--- config.mk ---
export PLATFORM = sky130hd
export DESIGN_NAME = rename_unit
export DESIGN_NICKNAME = d
export VERILOG_FILES = /design/src/rtl/rename_unit.sv
export SDC_FILE = /design/constraint.sdc
export NUM_CORES = 1
export LEC_CHECK = 0
export ABC_AREA = 1
export CORE_MARGIN = 2
export CORE_UTILIZATION = 41
export CTS_CLUSTER_SIZE = 28
export DETAILED_ROUTE_END_ITERATION = 16
export HOLD_SLACK_MARGIN = 0.15
export PLACE_DENSITY = 0.63
export SYNTH_ARGS = -nofsm -noshare
export SYNTH_HDL_FRONTEND = slang
export SYNTH_SLANG_ARGS = --single-unit
--- constraint.sdc ---
create_clock -name clk -period 6.6 [get_ports clk]
set_clock_uncertainty 0.2 [all_clocks]
set_input_delay 1.32 -clock clk [delete_from_list [all_inputs] [get_ports clk]]
set_output_delay 1.32 -clock clk [all_outputs]
set_load 0.02 [all_outputs]
--- src/rtl/rename_unit.sv ---
module rename_unit #(
  parameter int NUM_ARCH  = 8,
  parameter int NUM_PHYS  = 16,
  parameter int ROB_DEPTH = 8,
  parameter int NUM_SNAP  = 2,
  parameter int OP_W      = 4,
  localparam int AW = $clog2(NUM_ARCH),
  localparam int PW = $clog2(NUM_PHYS),
  localparam int RW = $clog2(ROB_DEPTH),
  localparam int SW = (NUM_SNAP > 1) ? $clog2(NUM_SNAP) : 1
) (
  input  logic            clk,
  input  logic            rst_n,
  input  logic            disp_valid,
  input  logic [OP_W-1:0] disp_op,
  input  logic [AW-1:0]   disp_src1,
  input  logic [AW-1:0]   disp_src2,
  input  logic [AW-1:0]   disp_dst,
  input  logic            disp_has_dst,
  input  logic            disp_branch,
  output logic            disp_ready,
  output logic [RW-1:0]   disp_tag,
  output logic [PW-1:0]   ren_src1,
  output logic            ren_src1_rdy,
  output logic [PW-1:0]   ren_src2,
  output logic            ren_src2_rdy,
  output logic [PW-1:0]   ren_dst,
  input  logic            exec_valid,
  input  logic [RW-1:0]   exec_tag,
  input  logic            res_valid,
  input  logic [RW-1:0]   res_tag,
  input  logic            res_mispredict,
  output logic            cmt_valid,
  output logic [RW-1:0]   cmt_tag,
  output logic [OP_W-1:0] cmt_op,
  output logic [AW-1:0]   cmt_dst,
  output logic            cmt_has_dst,
  output logic [PW-1:0]   cmt_free_preg
);

  logic [PW-1:0]        map_q [NUM_ARCH];
  logic [NUM_PHYS-1:0]  free_q, rdy_q;
  logic [NUM_SNAP-1:0]  snap_v;
  logic [RW-1:0]        snap_tag [NUM_SNAP];
  logic [PW-1:0]        snap_map [NUM_SNAP][NUM_ARCH];

  logic [ROB_DEPTH-1:0] use_q, ex_q, hd_q;
  logic [OP_W-1:0]      op_q  [ROB_DEPTH];
  logic [AW-1:0]        dst_q [ROB_DEPTH];
  logic [PW-1:0]        old_q [ROB_DEPTH];
  logic [PW-1:0]        new_q [ROB_DEPTH];
  logic [RW-1:0]        head_q, tail_q;
  logic [RW:0]          cnt_q;

  logic          alloc_ok, slot_ok, hit_ok, full, fire, mis, exec_wake;
  logic [PW-1:0] alloc_p, exec_p;
  logic [SW-1:0] slot_i, hit_i;
  logic [RW-1:0] br_age;

  always_comb begin
    alloc_ok = 1'b0;
    alloc_p  = '0;
    for (int p = NUM_PHYS - 1; p >= 0; p--)
      if (free_q[p]) begin
        alloc_ok = 1'b1;
        alloc_p  = PW'(p);
      end
  end

  always_comb begin
    slot_ok = 1'b0;
    slot_i  = '0;
    hit_ok  = 1'b0;
    hit_i   = '0;
    for (int s = NUM_SNAP - 1; s >= 0; s--) begin
      if (!snap_v[s]) begin
        slot_ok = 1'b1;
        slot_i  = SW'(s);
      end
      if (snap_v[s] && snap_tag[s] == res_tag) begin
        hit_ok = 1'b1;
        hit_i  = SW'(s);
      end
    end
  end

  assign full       = cnt_q == (RW+1)'(ROB_DEPTH);
  assign disp_ready = !res_valid && !full && (alloc_ok || !disp_has_dst) && (slot_ok || !disp_branch);
  assign fire       = disp_valid && disp_ready;
  assign disp_tag   = tail_q;
  assign ren_dst    = alloc_p;

  assign exec_wake    = exec_valid && use_q[exec_tag] && hd_q[exec_tag];
  assign exec_p       = new_q[exec_tag];
  assign ren_src1     = map_q[disp_src1];
  assign ren_src2     = map_q[disp_src2];
  assign ren_src1_rdy = rdy_q[ren_src1] || (exec_wake && exec_p == ren_src1);
  assign ren_src2_rdy = rdy_q[ren_src2] || (exec_wake && exec_p == ren_src2);

  assign cmt_valid     = use_q[head_q] && ex_q[head_q];
  assign cmt_tag       = head_q;
  assign cmt_op        = op_q[head_q];
  assign cmt_dst       = dst_q[head_q];
  assign cmt_has_dst   = hd_q[head_q];
  assign cmt_free_preg = old_q[head_q];

  assign mis    = res_valid && res_mispredict && hit_ok;
  assign br_age = res_tag - head_q;

  always_ff @(posedge clk or negedge rst_n) begin
    if (!rst_n) begin
      for (int a = 0; a < NUM_ARCH; a++) map_q[a] <= PW'(a);
      for (int p = 0; p < NUM_PHYS; p++) begin
        free_q[p] <= (p >= NUM_ARCH);
        rdy_q[p]  <= (p < NUM_ARCH);
      end
      use_q  <= '0;
      ex_q   <= '0;
      snap_v <= '0;
      head_q <= '0;
      tail_q <= '0;
      cnt_q  <= '0;
    end else begin
      if (exec_valid && use_q[exec_tag]) begin
        ex_q[exec_tag] <= 1'b1;
        if (hd_q[exec_tag]) rdy_q[exec_p] <= 1'b1;
      end
      if (res_valid && hit_ok) begin
        ex_q[res_tag]  <= 1'b1;
        snap_v[hit_i]  <= 1'b0;
      end
      if (cmt_valid) begin
        use_q[head_q] <= 1'b0;
        if (hd_q[head_q]) free_q[old_q[head_q]] <= 1'b1;
        head_q <= head_q + RW'(1);
      end
      if (mis) begin
        for (int a = 0; a < NUM_ARCH; a++) map_q[a] <= snap_map[hit_i][a];
        for (int s = 0; s < NUM_SNAP; s++)
          if (snap_v[s] && (snap_tag[s] - head_q) > br_age) snap_v[s] <= 1'b0;
        for (int i = 0; i < ROB_DEPTH; i++)
          if (use_q[i] && (RW'(i) - head_q) > br_age) begin
            use_q[i] <= 1'b0;
            if (hd_q[i]) free_q[new_q[i]] <= 1'b1;
          end
        tail_q <= res_tag + RW'(1);
        cnt_q  <= (RW+1)'(br_age) + (RW+1)'(1) - (RW+1)'(cmt_valid);
      end else begin
        tail_q <= tail_q + RW'(fire);
        cnt_q  <= cnt_q + (RW+1)'(fire) - (RW+1)'(cmt_valid);
      end
      if (fire) begin
        use_q[tail_q] <= 1'b1;
        ex_q[tail_q]  <= 1'b0;
        if (disp_has_dst) begin
          map_q[disp_dst] <= alloc_p;
          free_q[alloc_p] <= 1'b0;
          rdy_q[alloc_p]  <= 1'b0;
        end
        if (disp_branch) snap_v[slot_i] <= 1'b1;
      end
    end
  end

  always_ff @(posedge clk) begin
    if (fire) begin
      op_q[tail_q]  <= disp_op;
      dst_q[tail_q] <= disp_dst;
      hd_q[tail_q]  <= disp_has_dst;
      old_q[tail_q] <= map_q[disp_dst];
      new_q[tail_q] <= alloc_p;
      if (disp_branch) begin
        snap_tag[slot_i] <= tail_q;
        for (int a = 0; a < NUM_ARCH; a++)
          snap_map[slot_i][a] <= (disp_has_dst && AW'(a) == disp_dst) ? alloc_p : map_q[a];
      end
    end
  end

endmodule

==> summary.txt, run 1 <==
Status - finished clean
Slew margin rel. - 0.224
Final Util - 0.469
Fin nets - 2236
Fin crit period - 5.79 ns
Initial antenna violation count - 0
Setup Fix Bufs, Post-CTS - 0
Area of the multi-input gates - 7430 sq um
Max Cap Viol - 0
Boundary pin count - 61
Worst Hold End - ex_q[4]
Initial Util - 0.417
Dominant cells by area after synthesis - edfxtp_1 (35%), nand2_1 (11%), dfrtp_1 (9.4%)
RSZ-0062 raised after global routing - no
Die X - 208 microns
Fillers - 4010
Placer Congestion - 0.962
Lkg Pwr - 0.00822 uW
Netlist Area Pre-Place - 17100 sq um
Final setup viols - 0
Post-Route WL - 56.2 mm
Remaining DRCs - 0
Drt pass-1 iters - 5
Clock latency on the worst-skew pair - 0.55 ns
Layout cells sized above 1 - 0.0744
Register area share after synthesis - 0.484
Clock root buffer - clkbuf_16
Data required, critical path - 5.08 ns
FMAX - 173 MHz
Synth area leader - edfxtp_1
Tightest Pin Transition - 1.15 ns
Maximum root-to-sink buffer count - 3
Clock Pin Slew Worst Setup and Hold Paths - 0.06 ns
Netlist cell types - 56
Area after DPL - 18100 sq um
Setup tns final - 0 ns
Die ar. - 43400 sq um
Final hold violation count - 0
Final Power - 8510 uW
Global-route wire length before repair - 86.1 mm
CP endpoint kind - output pin
Setup Crit Path Kind - in -> out
Startpoint types - primary input
CTS tree - yes
Final Cycle Share - 0.877
Worst path arrival time - 4.27 ns
Register bit count reported by yosys - 290
Antenna-violating nets left - 0
Hold Path Class - reg -> reg
DR vias - 14900
PD cells - 442 nW/um^2
Wire per inst - 20.6 microns
Pin count of the biggest net entering global routing - 87
Ys async rst share - 0.317
Post-Syn Area per Cell - 8.07 sq um
Hold Path Depth - 2
Critical path peak fanout - 30
Min-delay src - ex_q[4]
Post-synth top area share - 0.347
R2r setup slk - 2.35 ns
Total GRT Usage - 0.260
Resize count post-CTS - 0
Starting DRT DRC Count - 1698
CTS Buf Count - 35
Synth Flop Type - edfxtp_1
Cell Rows - 74
Cells after synthesis - 2120
Post-DP HPWL - 41.8 mm
R2R Path Start - cmt_tag[0]
Area Overhead vs Synth - 12.4%
Hold buffer count at cts - 0
Pins Over Slew Limit - 0
Peak VDD IR - 0.271 mV
Syn. warnings - 0
Sequential Area - 8280 sq um
Synth Net Count - 2191
Congestion Overflow GR - 0
Worst reg2reg endpoint - free_q[7]
Number of synthesized flops with an enable pin - 198
H-tree depth - 2
Vias in the first global route - 14300
ANT cells - 0
Design area - 19200 sq um
R2R cell count - 18
Cell with the most instances after synthesis - nand2_1
Hold WS - 0.305 ns
Clock sink total - 290
Core region area - 41000 sq um
Post-synth top cells - nand2_1 (493), nor2_1 (277), inv_1 (244)
Port Buffers - 60
Drt via density - 5.48
Die height - 208 microns
how the worst max path moves through the flow:
stage | start | endpoint | slack [ns] | cells after the start
finish | disp_src2[0] | ren_src2_rdy | 0.81 | 14
floorplan | disp_src2[0] | ren_src2_rdy | 2.40 | 11
global placement | disp_src2[0] | ren_src2_rdy | 0.84 | 14
global route | disp_src2[0] | ren_src2_rdy | 0.53 | 14
detailed placement | disp_src1[0] | ren_src1_rdy | 0.83 | 14
CTS | disp_src2[0] | ren_src2_rdy | 0.82 | 14
cell usage in the layout (no fill, tap or decap), types with 36 or more instances in the layout:
master and instances:
inv_1 244, nor2_1 275, o21ai_0 164, ha_1 40, a21oi_1 73, nand3_1 199, o211ai_1 44, edfxtp_1 198
clkdlybuf4s50_1 59, clkbuf_16 36, nand2_1 493, dfrtp_1 63
area by class of cell:
cell class | instances | area share
Inverter | 261 | 0.0512
Timing Repair Buffer | 79 | 0.0385
Clock inverter | 16 | 0.00982
Tap cell | 532 | 0.0346
Multi-Input combinational cell | 1498 | 0.386
Clock buffer | 48 | 0.0492
Sequential cell | 290 | 0.431
metrics by stage:
stage | setup WS [ns] | cells
CTS | 0.815 | 2724
global route | 0.528 | 2724
floorplan | 2.40 | 2120
finish | 0.810 | 2724
global placement | 0.844 | 2660
detailed placement | 0.827 | 2660
worst max-delay path, cell delays in order:
cell	delay [ns]
clkdlybuf4s50_1	1.04
inv_1	0.18
nand2_1	0.10
nand3_1	0.06
nand2_1	0.08
nand2_1	0.05
nand2_1	0.16
inv_1	0.16
nand3_1	0.16
nand2_1	0.08
nor2_1	0.10
nand3_1	0.08
nand3_1	0.09
clkdlybuf4s50_1	0.60
logic make-up (layout without fill, tap and decap cells):
kind of cell | Yosys count | in the layout | share of synthesized area
simple gates | 1069 | 1069 | 0.268
compound gates | 366 | 366 | 0.122
buf+inv | 332 | 404 | 0.0830
flops | 290 | 290 | 0.484
fa+ha+maj | 44 | 44 | 0.0339
xor+xnor | 19 | 19 | 0.00972
layer usage:
layer,part of all wire,GRT usage,wire (microns),vias to the layer above
met4,0.031,0.0843,1740,0
li1,-,-,-,7207
met2,0.45,0.407,25300,553
met3,0.071,0.0377,3970,99
met1,0.45,0.372,25200,7071
met5,0,0,0,-
report_power, final:
group | total, uW | leakage [uW] | switching [uW] | internal, uW
Clock | 1910 | 0.000551 | 776 | 1140
Combinational | 3820 | 0.00483 | 2590 | 1230
Sequential | 2780 | 0.00283 | 343 | 2430
Total | 8510 | 0.00822 | 3710 | 4800
flip-flops by register name, summed over array words and instances, names as in the netlist:
name	cells
snap_map	64
map_q	32
new_q	32
old_q	32
op_q	32
dst_q	24
free_q	16
rdy_q	16
ex_q	8
hd_q	8
use_q	8
snap_tag	6
cnt_q	4
cmt_tag	3
disp_tag	3
snap_v	2
(Power assumes the default switching activity.)
==> inputs of run 2 (changes only) <==
- PLACE_DENSITY: 0.63 -> 0.66
==> run 2 against run 1 <==
Effect of this change:
- design area down 0.37%
- critical path depth down 2
- critical endpoint unchanged
- non-clock buffer count grew 1
- combinational power about the same
- worst hold slack better by 0.0086 ns
- register-to-register slack lost 0.13 ns
- utilization down 0.17 points
- maximum frequency is 0.39% higher
- flip-flop and latch count did not move
- routed wire length grew 2.1%
- total power down 0.82%
- first-iteration DRC count shrank 16%
- highest routed layer is now met5
- largest power group unchanged
==> summary.txt, run 2 (synthesis results as in run 1) <==
Cell Rows - 74 (unchanged)
Clock root buffer - clkbuf_16 (unchanged)
DR vias - 15300 (was 14900)
Startpoint types - primary input (unchanged)
Area Overhead vs Synth - 12.0% (was 12.4%)
Core region area - 41000 sq um (unchanged)
FMAX - 173 MHz (about the same)
ANT cells - 0 (unchanged)
Pins Over Slew Limit - 0 (unchanged)
Placer Congestion - 1.05 (was 0.962)
RSZ-0062 raised after global routing - no (unchanged)
CP endpoint kind - output pin (unchanged)
Vias in the first global route - 14600 (was 14300)
Critical path peak fanout - 30 (unchanged)
Die X - 208 microns (unchanged)
Fin nets - 2237 (was 2236)
Die ar. - 43400 sq um (unchanged)
Remaining DRCs - 0 (unchanged)
Fin crit period - 5.77 ns (was 5.79 ns)
Maximum root-to-sink buffer count - 3 (unchanged)
Antenna-violating nets left - 0 (unchanged)
Final setup viols - 0 (unchanged)
Busiest grt layer - met2 (unchanged)
CTS Buf Count - 35 (unchanged)
Worst path arrival time - 4.25 ns (was 4.27 ns)
Total GRT Usage - 0.266 (was 0.260)
Setup tns final - 0 ns (unchanged)
Boundary pin count - 61 (unchanged)
Drt via density - 5.60 (was 5.48)
Setup Crit Path Kind - in -> out (unchanged)
Die height - 208 microns (unchanged)
Clock latency on the worst-skew pair - 0.56 ns (was 0.55 ns)
Design area - 19200 sq um (about the same)
Hold Path Class - reg -> reg (unchanged)
Layout cells sized above 1 - 0.0720 (was 0.0744)
H-tree depth - 2 (unchanged)
Data required, critical path - 5.08 ns (about the same)
Resize count post-CTS - 0 (unchanged)
Drt pass-1 iters - 5 (unchanged)
PD cells - 440 nW/um^2 (was 442 nW/um^2)
Top reg by flops - snap_map (unchanged)
Tightest Pin Transition - 1.17 ns (was 1.15 ns)
Commonest non-fill, non-tap cell in the layout - nand2_1 (unchanged)
Post-DP HPWL - 41.7 mm (was 41.8 mm)
Congestion Overflow GR - 0 (unchanged)
Clock Pin Slew Worst Setup and Hold Paths - 0.06 ns (about the same)
Met3 Use GR - 0.0358 (was 0.0377)
Hold buffer count at cts - 0 (unchanged)
Wire per inst - 21.1 microns (was 20.6 microns)
Max Cap Viol - 0 (unchanged)
Lkg Pwr - 0.00818 uW (was 0.00822 uW)
Setup Fix Bufs, Post-CTS - 0 (unchanged)
Global-route wire length before repair - 88.0 mm (was 86.1 mm)
Starting DRT DRC Count - 1422 (was 1698)
Port Buffers - 60 (unchanged)
Initial antenna violation count - 2 (was 0)
Slew margin rel. - 0.213 (was 0.224)
Met2 usage - 0.423 (was 0.407)
Most frequent cells in the layout - nand2_1 (493), nor2_1 (275), inv_1 (244) (unchanged)
Final Cycle Share - 0.874 (was 0.877)
Post-Route WL - 57.4 mm (was 56.2 mm)
CTS tree - yes (unchanged)
Met1 usage in global routing - 0.370 (was 0.372)
Clock sink total - 290 (unchanged)
Pin count of the biggest net entering global routing - 87 (unchanged)
Final hold violation count - 0 (unchanged)
Initial Util - 0.417 (unchanged)
Peak VDD IR - 0.279 mV (was 0.271 mV)
Max reg flops - 64 (unchanged)
Status - finished clean (unchanged)
Area after DPL - 18100 sq um (about the same)
-- run 2: worst paths after layout --
path | from | end | slack, ns | cells past startpoint
setup / recovery | disp_src2[0] | ren_src2_rdy | 0.83 | 12
hold / removal | ex_q[5] | ex_q[5] | 0.31 | 2
setup reg to reg | cmt_tag[0] | free_q[2] | 2.22 | 19
hold reg to reg | ex_q[5] | ex_q[5] | 0.31 | 2
max in group asynchronous | rst_n | rdy_q[1] | 4.48 | 2
min in group asynchronous | rst_n | map_q[9] | 0.63 | 1
-- run 2: layout make-up --
type | instances | area [sq um]
clock inverters | 18 | 108
well taps | 532 | 666
fillers | 4008 | 21800
inverters | 261 | 985
flip-flops and latches | 290 | 8280
repair buffers | 80 | 748
clock buffers | 46 | 948
multi-input cells | 1498 | 7430
-- run 2: critical path, stage by stage --
cell	delay [ns]
clkdlybuf4s50_1	1.06
a21oi_1	0.16
o21ai_0	0.13
nand3_1	0.13
nand2_2	0.26
inv_1	0.12
nand2_1	0.08
nand3_1	0.07
nand3_1	0.09
nand3_1	0.08
nand3_1	0.12
clkdlybuf4s50_1	0.61
-- run 2: metal layers --
layer,share of wire,vias up
li1,-,7219
met1,0.44,7317
met2,0.46,609
met3,0.073,110
met4,0.033,4
met5,0.00047,-
-- run 2: power by group --
part | switching [uW] | total, uW | internal [uW]
combinational | 2620 | 3840 | 1220
clock | 778 | 1800 | 1020
sequential | 363 | 2800 | 2430
-- run 2: metrics by stage --
step	util	total power [uW]	setup WS (ns)	hold slack [ns]	cells
floorplan	-	5230	2.40	0.265	2120
global placement	0.442	6530	0.876	0.284	2661
detailed placement	0.442	6610	0.874	0.290	2661
CTS	0.467	8430	0.871	0.309	2725
global route	0.467	8990	0.558	0.315	2725
finish	0.467	8440	0.833	0.314	2725
==> inputs of run 3 (changes only) <==
- CORE_MARGIN: 2 -> not set
- CTS_CLUSTER_DIAMETER: not set -> 30
==> run 3 against run 2 <==
Effect of this change:
- the flow now finishes with violations (design-rule violations)
- total power grew 19%
- routed wire length shrank 0.42%
- utilization is 3.3 points higher
- design area rose by 7.2%
- sequential power about the same
- global-route usage up 1.0 points
- critical endpoint unchanged
- largest power group unchanged
- highest routed layer is now met4
==> summary.txt, run 3 (synthesis results as in run 1) <==
Drt pass-1 iters - 12 (was 5)
H-tree depth - 3 (was 2)
Starting DRT DRC Count - 1493 (was 1422)
Top reg by flops - snap_map (unchanged)
Placer Congestion - 0.983 (was 1.05)
Setup Fix Bufs, Post-CTS - 0 (unchanged)
CP endpoint kind - output pin (unchanged)
Antenna-violating nets left - 0 (unchanged)
Slew margin rel. - 0.187 (was 0.213)
CP cell instances - clkdlybuf4s50_1 -> inv_1 -> nand2_1 -> nand3_1 -> nand2_1 -> nand2_1 -> nand2_1 -> inv_1 -> nand3_1 -> nand2_1 -> nor2_1 -> nand3_1 -> nand3_1 -> clkdlybuf4s50_1 (was clkdlybuf4s50_1 -> a21oi_1 -> o21ai_0 -> nand3_1 -> nand2_2 -> inv_1 -> nand2_1 -> nand3_1 -> nand3_1 -> nand3_1 -> nand3_1 -> clkdlybuf4s50_1)
Worst path arrival time - 4.33 ns (was 4.25 ns)
Die ar. - 42600 sq um (was 43400 sq um)
Clock sink total - 290 (unchanged)
Final worst slack - 0.748 ns (was 0.833 ns)
R2R Path Start - cmt_tag[1] (was cmt_tag[0])
Vias in the first global route - 14800 (was 14600)
Final Power - 10100 uW (was 8440 uW)
Die X - 206 microns (was 208 microns)
Tightest Pin Transition - 1.21 ns (was 1.17 ns)
Crit path largest cell delay - 1.11 ns (was 1.06 ns)
Slowest-stage cell, CP - clkdlybuf4s50_1 (unchanged)
Area Overhead vs Synth - 20.0% (was 12.0%)
Boundary pin count - 61 (unchanged)
PD cells - 491 nW/um^2 (was 440 nW/um^2)
Hold Path Class - reg -> reg (unchanged)
Data required, critical path - 5.08 ns (about the same)
CTS tree - yes (unchanged)
Resize count post-CTS - 0 (unchanged)
CP startpoint - disp_src2[0] (unchanged)
Max Cap Viol - 0 (unchanged)
Cell Rows - 74 (unchanged)
Most frequent cells in the layout - nand2_1 (493), nor2_1 (275), inv_1 (244) (unchanged)
FMAX - 171 MHz (was 173 MHz)
Drt via density - 5.57 (was 5.60)
Fillers - 3840 (was 4008)
Commonest non-fill, non-tap cell in the layout - nand2_1 (unchanged)
Congestion Overflow GR - 0 (unchanged)
Total GRT Usage - 0.276 (was 0.266)
Max reg flops - 64 (unchanged)
Pins Over Slew Limit - 0 (unchanged)
Maximum root-to-sink buffer count - 3 (unchanged)
Min-delay src - ex_q[5] (unchanged)
Die height - 206 microns (was 208 microns)
Clock latency on the worst-skew pair - 0.62 ns (was 0.56 ns)
CTS Buf Count - 73 (was 35)
Most frequent CP cell - nand2_1 (was nand3_1)
Setup Crit Path Kind - in -> out (unchanged)
Sequential Area - 8280 sq um (unchanged)
DR vias - 15500 (was 15300)
Post-DP HPWL - 40.9 mm (was 41.7 mm)
WP buf/inv - 4 (was 3)
Violated checks - design-rule violations
ANT cells - 0 (unchanged)
Fin nets - 2272 (was 2237)
Pin count of the biggest net entering global routing - 87 (unchanged)
Final hold violation count - 0 (unchanged)
Peak VDD IR - 0.415 mV (was 0.279 mV)
RSZ-0062 raised after global routing - no (unchanged)
Clock root buffer - clkbuf_16 (unchanged)
Post-Route WL - 57.2 mm (was 57.4 mm)
Core region area - 41000 sq um (unchanged)
Critical path peak fanout - 30 (unchanged)
Status - complete, but fails checks (was finished clean)
Delay-heaviest family, CP - buffers and inverters (unchanged)
Startpoint types - primary input (unchanged)
Setup tns final - 0 ns (unchanged)
Hold buffer count at cts - 0 (unchanged)
Remaining DRCs - 4 (was 0)
Lkg Pwr - 0.00886 uW (was 0.00818 uW)
Layout cells sized above 1 - 0.102 (was 0.0720)
Final setup viols - 0 (unchanged)
Clock Pin Slew Worst Setup and Hold Paths - 0.04 ns (was 0.06 ns)
Initial Util - 0.417 (unchanged)
Final Cycle Share - 0.887 (was 0.874)
Global-route wire length before repair - 87.4 mm (was 88.0 mm)
Fin crit period - 5.85 ns (was 5.77 ns)
Pre-CTS setup slack - 0.811 ns (was 0.874 ns)
Wire per inst - 20.5 microns (was 21.1 microns)
Area of the multi-input gates - 7430 sq um (unchanged)
Initial antenna violation count - 0 (was 2)
Hold WS - 0.309 ns (was 0.314 ns)
Port Buffers - 60 (unchanged)
-- run 3: cell types whose count changed in the layout (fill, tap and decap cells not counted), sizes merged --
cell,before,now
clkbuf,46,93
clkinvlp,0,1
bufinv,0,3
buf,21,18
clkinv,16,35
-- run 3: path summary, 6_finish.rpt --
kind | to | slack (ns) | cells after the start
min in group asynchronous | map_q[11] | 0.63 | 1
min | ex_q[5] | 0.31 | 2
max in group asynchronous | rdy_q[7] | 4.58 | 2
max reg2reg | free_q[4] | 1.97 | 19
max | ren_src2_rdy | 0.75 | 14
min reg2reg | ex_q[5] | 0.31 | 2
-- run 3: metrics by stage --
stage               utilization  cells  cell area [sq um]
finish                    0.501   2792              20500
global route              0.501   2792              20500
CTS                       0.501   2792              20500
detailed placement        0.441   2658              18100
global placement          0.441   2658              18100
floorplan                     -   2120              17100
-- run 3: worst min-delay path: stages (launching register included) --
cell and delay [ns]:
dfrtp_1 0.33, o21ai_0 0.09, inv_1 0.05
-- run 3: cell type report --
| class | count | share of cell area |
|---|---|---|
| flip-flops and latches | 290 | 0.403 |
| multi-input cells | 1498 | 0.362 |
| clock buffers | 93 | 0.0965 |
| inverters | 261 | 0.0479 |
| repair buffers | 77 | 0.0353 |
| well taps | 532 | 0.0324 |
| clock inverters | 41 | 0.0229 |
-- run 3: per-layer routing --
layer | up-vias | global-route usage | wire length [microns]
met1 | 7451 | 0.382 | 25100
met2 | 649 | 0.433 | 25900
met3 | 121 | 0.0478 | 4240
met4 | 0 | 0.104 | 1980
li1 | 7317 | - | -
met5 | - | 0 | 0
-- run 3: power by group --
part | total [uW] | internal, uW | switching, uW
clock | 3450 | 2270 | 1180
sequential | 2810 | 2440 | 367
combinational | 3820 | 1220 | 2600
total | 10100 | 5930 | 4140
